### config.mk
export PLATFORM = sky130hd
export DESIGN_NAME = fb_swap_ctrl
export DESIGN_NICKNAME = d
export VERILOG_FILES = /design/src/rtl/fbsw_pkg.sv /design/src/rtl/fbsw_vblank_edge.sv /design/src/rtl/fbsw_swap_ctrl.sv /design/src/rtl/fbsw_write_gate.sv /design/src/rtl/fb_swap_ctrl.sv
export SDC_FILE = /design/constraint.sdc
export NUM_CORES = 1
export LEC_CHECK = 0
export ABC_AREA = 0
export BUFFER_PORTS_ARGS = -buffer_cell sky130_fd_sc_hd__buf_2
export CAP_MARGIN = 20
export CORE_AREA = 8 8 45 47
export CTS_CLUSTER_DIAMETER = 40
export DETAILED_ROUTE_END_ITERATION = 8
export DIE_AREA = 0 0 53 55
export PLACE_DENSITY = 0.38
export SLEW_MARGIN = 25
export SYNTH_ARGS = -nofsm -noshare
export SYNTH_HDL_FRONTEND = slang
export SYNTH_SLANG_ARGS = --single-unit
### constraint.sdc
create_clock -name clk_i -period 1 [get_ports clk_i]
set_clock_uncertainty 0.2 [all_clocks]
set_input_delay 0.15 -clock clk_i [delete_from_list [all_inputs] [get_ports clk_i]]
set_output_delay 0.15 -clock clk_i [all_outputs]
set_load 0.01 [all_outputs]
### src/rtl/fbsw_pkg.sv
package fbsw_pkg;

  typedef enum logic {
    BANK_LO = 1'b0,
    BANK_HI = 1'b1
  } bank_e;

  function automatic bank_e other_bank(bank_e b);
    return bank_e'(~b);
  endfunction

endpackage

### src/rtl/fbsw_vblank_edge.sv
module fbsw_vblank_edge (
  input  logic clk_i,
  input  logic rst_ni,
  input  logic vblank_i,
  output logic rise_o
);

  logic vblank_q;

  always_ff @(posedge clk_i or negedge rst_ni) begin
    if (!rst_ni) vblank_q <= 1'b0;
    else         vblank_q <= vblank_i;
  end

  assign rise_o = vblank_i & ~vblank_q;

  // a held level never yields two consecutive rises
  assert_single_rise_R4: assert property (@(posedge clk_i) disable iff (!rst_ni)
    rise_o |=> !rise_o);

endmodule

### src/rtl/fbsw_swap_ctrl.sv
module fbsw_swap_ctrl
  import fbsw_pkg::*;
(
  input  logic  clk_i,
  input  logic  rst_ni,
  input  logic  swap_req_i,
  input  logic  vblank_rise_i,
  input  logic  immediate_i,
  output bank_e front_o,
  output logic  pending_o
);

  bank_e front_q;
  logic  pending_q, pending_d, swap_now;

  // exchange is only ever armed by a previously latched request
  assign swap_now = pending_q & (vblank_rise_i | immediate_i);

  always_comb begin
    pending_d = pending_q;
    if (swap_now)        pending_d = 1'b0;
    else if (swap_req_i) pending_d = 1'b1;
  end

  always_ff @(posedge clk_i or negedge rst_ni) begin
    if (!rst_ni) begin
      front_q   <= BANK_LO;
      pending_q <= 1'b0;
    end else begin
      pending_q <= pending_d;
      if (swap_now) front_q <= other_bank(front_q);
    end
  end

  assign front_o   = front_q;
  assign pending_o = pending_q;

  assert_swap_needs_pending_R4: assert property (@(posedge clk_i) disable iff (!rst_ni)
    (front_q != $past(front_q)) |-> $past(pending_q) && ($past(vblank_rise_i) || $past(immediate_i)));

  assert_pending_clears_R5: assert property (@(posedge clk_i) disable iff (!rst_ni)
    pending_q && vblank_rise_i |=> !pending_q && (front_q != $past(front_q)));

  assert_req_ignored_R7: assert property (@(posedge clk_i) disable iff (!rst_ni)
    pending_q && !vblank_rise_i && !immediate_i |=> pending_q && $stable(front_q));

  assert_immediate_swap_R9: assert property (@(posedge clk_i) disable iff (!rst_ni)
    pending_q && immediate_i |=> !pending_q && (front_q != $past(front_q)));

  assert_req_sets_pending_R3: assert property (@(posedge clk_i) disable iff (!rst_ni)
    !pending_q && swap_req_i |=> pending_q && $stable(front_q));

endmodule

### src/rtl/fbsw_write_gate.sv
module fbsw_write_gate #(
  parameter int unsigned WE_W = 4
) (
  input  logic            clk_i,
  input  logic            rst_ni,
  input  logic            pending_i,
  input  logic [WE_W-1:0] wr_en_i,
  output logic [WE_W-1:0] wr_en_o,
  output logic            wr_reject_o
);

  logic reject_q;

  for (genvar g = 0; g < WE_W; g++) begin : g_lane
    assign wr_en_o[g] = wr_en_i[g] & ~pending_i;
  end

  always_ff @(posedge clk_i or negedge rst_ni) begin
    if (!rst_ni) reject_q <= 1'b0;
    else         reject_q <= pending_i & (|wr_en_i);
  end

  assign wr_reject_o = reject_q;

  assert_no_write_when_pending_R6: assert property (@(posedge clk_i) disable iff (!rst_ni)
    pending_i |-> (wr_en_o == '0));

  assert_reject_pulse_R8: assert property (@(posedge clk_i) disable iff (!rst_ni)
    pending_i && (|wr_en_i) |=> wr_reject_o);

  assert_no_spurious_reject_R8: assert property (@(posedge clk_i) disable iff (!rst_ni)
    !(pending_i && (|wr_en_i)) |=> !wr_reject_o);

endmodule

### src/rtl/fb_swap_ctrl.sv
module fb_swap_ctrl
  import fbsw_pkg::*;
#(
  parameter int unsigned WE_W = 4
) (
  input  logic            clk_i,
  input  logic            rst_ni,
  input  logic            swap_req_i,
  input  logic            vblank_i,
  input  logic            immediate_mode_i,
  input  logic [WE_W-1:0] wr_en_i,
  output logic            front_sel_o,
  output logic            back_sel_o,
  output logic            pending_o,
  output logic [WE_W-1:0] wr_en_o,
  output logic            wr_reject_o
);

  logic  vblank_rise;
  logic  pending;
  bank_e front_bank;

  fbsw_vblank_edge i_vblank_edge (
    .clk_i    (clk_i),
    .rst_ni   (rst_ni),
    .vblank_i (vblank_i),
    .rise_o   (vblank_rise)
  );

  fbsw_swap_ctrl i_swap_ctrl (
    .clk_i         (clk_i),
    .rst_ni        (rst_ni),
    .swap_req_i    (swap_req_i),
    .vblank_rise_i (vblank_rise),
    .immediate_i   (immediate_mode_i),
    .front_o       (front_bank),
    .pending_o     (pending)
  );

  fbsw_write_gate #(.WE_W(WE_W)) i_write_gate (
    .clk_i       (clk_i),
    .rst_ni      (rst_ni),
    .pending_i   (pending),
    .wr_en_i     (wr_en_i),
    .wr_en_o     (wr_en_o),
    .wr_reject_o (wr_reject_o)
  );

  assign front_sel_o = front_bank;
  assign back_sel_o  = other_bank(front_bank);
  assign pending_o   = pending;

  assert_banks_differ_R2: assert property (@(posedge clk_i) disable iff (!rst_ni)
    back_sel_o != front_sel_o);

  assert_reset_state_R1: assert property (@(posedge clk_i)
    !rst_ni |-> !front_sel_o && !pending_o && !wr_reject_o);

endmodule

==> summary.md <==
| Metric | Value |
|---|---|
| Commonest non-fill, non-tap cell in the layout | buf_2 |
| Worst-path clk slew | 0.05 ns |
| Gpl congestion | 0.791 |
| DR vias | 235 |
| Max-cap violations | 0 |
| Initial antenna violation count | 0 |
| Number of port buffers | 16 |
| Final Hold Vio Count | 2 |
| Worst Setup Slack, final | -0.337 ns |
| Tcrit/Tclk final | 134% |
| Root Driver | clkbuf_4 |
| First-pass GRT wire length | 1.13 mm |
| Maximum VDD drop | 0.960 mV |
| Die W | 53 um |
| R2R Setup Slk | -0.16 ns |
| Most frequent cells in the layout | 12 x buf_2, 5 x buf_4, 4 x buf_6 |
| Worst-path fanout max | 6 |
| Status | finished with violations |
| Worst Hold Class | in2reg |
| DRC viols | 0 |
| Synthesized cell area | 191 um2 |
| Hold-critical path endpoint | i_swap_ctrl.pending_o$_DFFE_PN0P_ |
| Largest net degree at the start of global routing | 7 |
| CP Class | reg2out |
| Synth cell types | 12 |
| Post-Syn Instances | 17 |
| Post-detailed-routing wire length | 694 um |
| Failing checks | negative hold slack, negative setup slack |
| Pins Over Slew Limit | 0 |
| #FFs+latches synth | 4 |
| Worst Reg-to-Reg Cells | 5 |
| Area delta synth->final | 112% |
| Syn_area_per_cell | 11.3 um2 |
| Sink Count | 4 |
| Seq/Total Area, Yosys | 52.3% |
| CTS H-tree depth | 1 |
| Row count | 14 |
| CTS Buffer Depth | 2 |
| Min-Delay Path Depth | 2 |
| P per Cell Area | 1840 nW/um2 |
| Core area | 1380 um2 |
| Nets | 54 |
| Max Clk Rate | 0.748 GHz |
| Crit. End Element | output port |
| Design Area, Final | 405 um2 |
| Hold-fix buffer count after cts | 2 |
| Share of post-route cells with drive strength above 1 | 70.5% |
| Synth Warn # | 0 |
| Detailed-router iteration count before antenna repair | 2 |
| Num CTS Buffers | 3 |
| HP Start | immediate_mode_i |
| DRT antenna net count | 0 |
| 1st-iter DRT viols | 3 |
| Static leakage | 0.210 nW |
| Hold_ws | -0.0874 ns |
| TritonCTS clock tree | yes |
| Synthesized Nets | 26 |
| Worst R2R End | i_swap_ctrl.pending_o$_DFFE_PN0P_ |
| Reg2Reg Launch Point | i_swap_ctrl.pending_o$_DFFE_PN0P_ |
| Slew at the pin with the worst max-slew slack | 0.270 ns |
| Die Y | 55 um |
| CP arrival | 0.99 ns |
| Vias per cell | 3.92 |
| Starting density of the core | 13.8% |
| Worst setup startpoint | i_swap_ctrl.pending_o$_DFFE_PN0P_ |
| Die ar. | 2920 um2 |
| Slew HR | 81.8% |
| Unrepaired setup endpoints after global routing | true |
| N_diodes | 0 |
| Finish-stage setup viols | 11 |
| GRT Overall Usage | 5.37% |
| Placed cell area | 308 um2 |
| Worst-Skew Late Latency | 0.24 ns |
| I/O pin total | 17 |
| CP Launch Type | register |
| Global route total overflow | 0 |
| Req. time, crit path | 0.65 ns |
| Post-route minimum period | 1.34 ns |
| WL per Instance | 11.6 um |
| Vias in the first global route | 258 |
[worst max-delay path by stage]
stage,slack [ns],cells past startpoint,endpoint
floorplan,-0.03,1,wr_en_o[2]
global placement,-0.09,2,wr_en_o[3]
detailed placement,-0.10,2,wr_en_o[2]
CTS,-0.34,2,wr_en_o[2]
global route,-0.38,2,wr_en_o[3]
finish,-0.34,2,wr_en_o[3]
[cell families (layout without fill, tap and decap cells)]
logic type      after synthesis  after routing  synth area share [%]
buf+inv                       2             29                  3.92
xor+xnor                      1              1                  4.58
simple gates                  8              8                  30.1
flops                         4              4                  52.3
compound gates                2              2                  9.15
[layer usage]
layer	wire length [um]	GRT usage, %	share of wire, %	vias up
li1	-	-	-	109
met1	281	5.35	40	105
met2	253	7.81	36	21
met3	159	5.35	23	0
met4	0	1.29	0	0
met5	0	0	0	-
[synth_stat cells]
cell | instances | area (um2)
o31ai_2 | 1 | 12.5
xnor2_1 | 1 | 8.76
inv_2 | 1 | 3.75
nand2_1 | 1 | 3.75
nor4_1 | 1 | 6.26
nor2b_1 | 2 | 12.5
inv_1 | 1 | 3.75
nor2b_4 | 1 | 13.8
o21ai_1 | 1 | 5.00
nor2_1 | 1 | 3.75
dfrtp_1 | 4 | 100
and2b_2 | 2 | 17.5
[registers in the layout, indices dropped and copies added, names as in the netlist]
| signal | cells |
|---|---|
| i_swap_ctrl.front_o | 1 |
| i_swap_ctrl.pending_o | 1 |
| i_vblank_edge.vblank_q | 1 |
| i_write_gate.wr_reject_o | 1 |
[power by group]
group / internal [mW] / switching, mW
clock network: 0.150 / 0.0741
registers: 0.198 / 0.0304
logic: 0.171 / 0.122
total: 0.520 / 0.226
[metrics by stage]
step                setup WS (ns)  util (%)  setup TNS, ns  power [mW]  cells
floorplan                 -0.0272         -        -0.0557       0.329     17
global placement          -0.0858      22.2         -0.249       0.442     51
detailed placement         -0.104      22.2         -0.365       0.441     51
CTS                        -0.344      28.3          -2.29       0.725     59
global route               -0.383      29.3          -2.63       0.807     60
finish                     -0.337      29.3          -2.15       0.747     60
[layout make-up]
class | count | area, um2
Sequential cell | 4 | 101
Fill cell | 147 | 978
Inverter | 2 | 7.51
Tap cell | 16 | 20.0
Clock buffer | 4 | 26.3
Multi-Input combinational cell | 11 | 87.6
Timing Repair Buffer | 23 | 163
[worst max-delay path, cell delays in order, from the launching register on]
cell and delay [ns]:
dfrtp_2 0.43, and2b_2 0.22, buf_6 0.10
[timing repair]
item / 4_1_cts / 5_1_grt
pin swaps: 1 / 1
endpoints found under the hold margin: 7 / 2
setup endpoints to repair: 11 / 11
setup buffers: 2 / 1
resized for setup: 4 / 1
(Power assumes the default switching activity.)
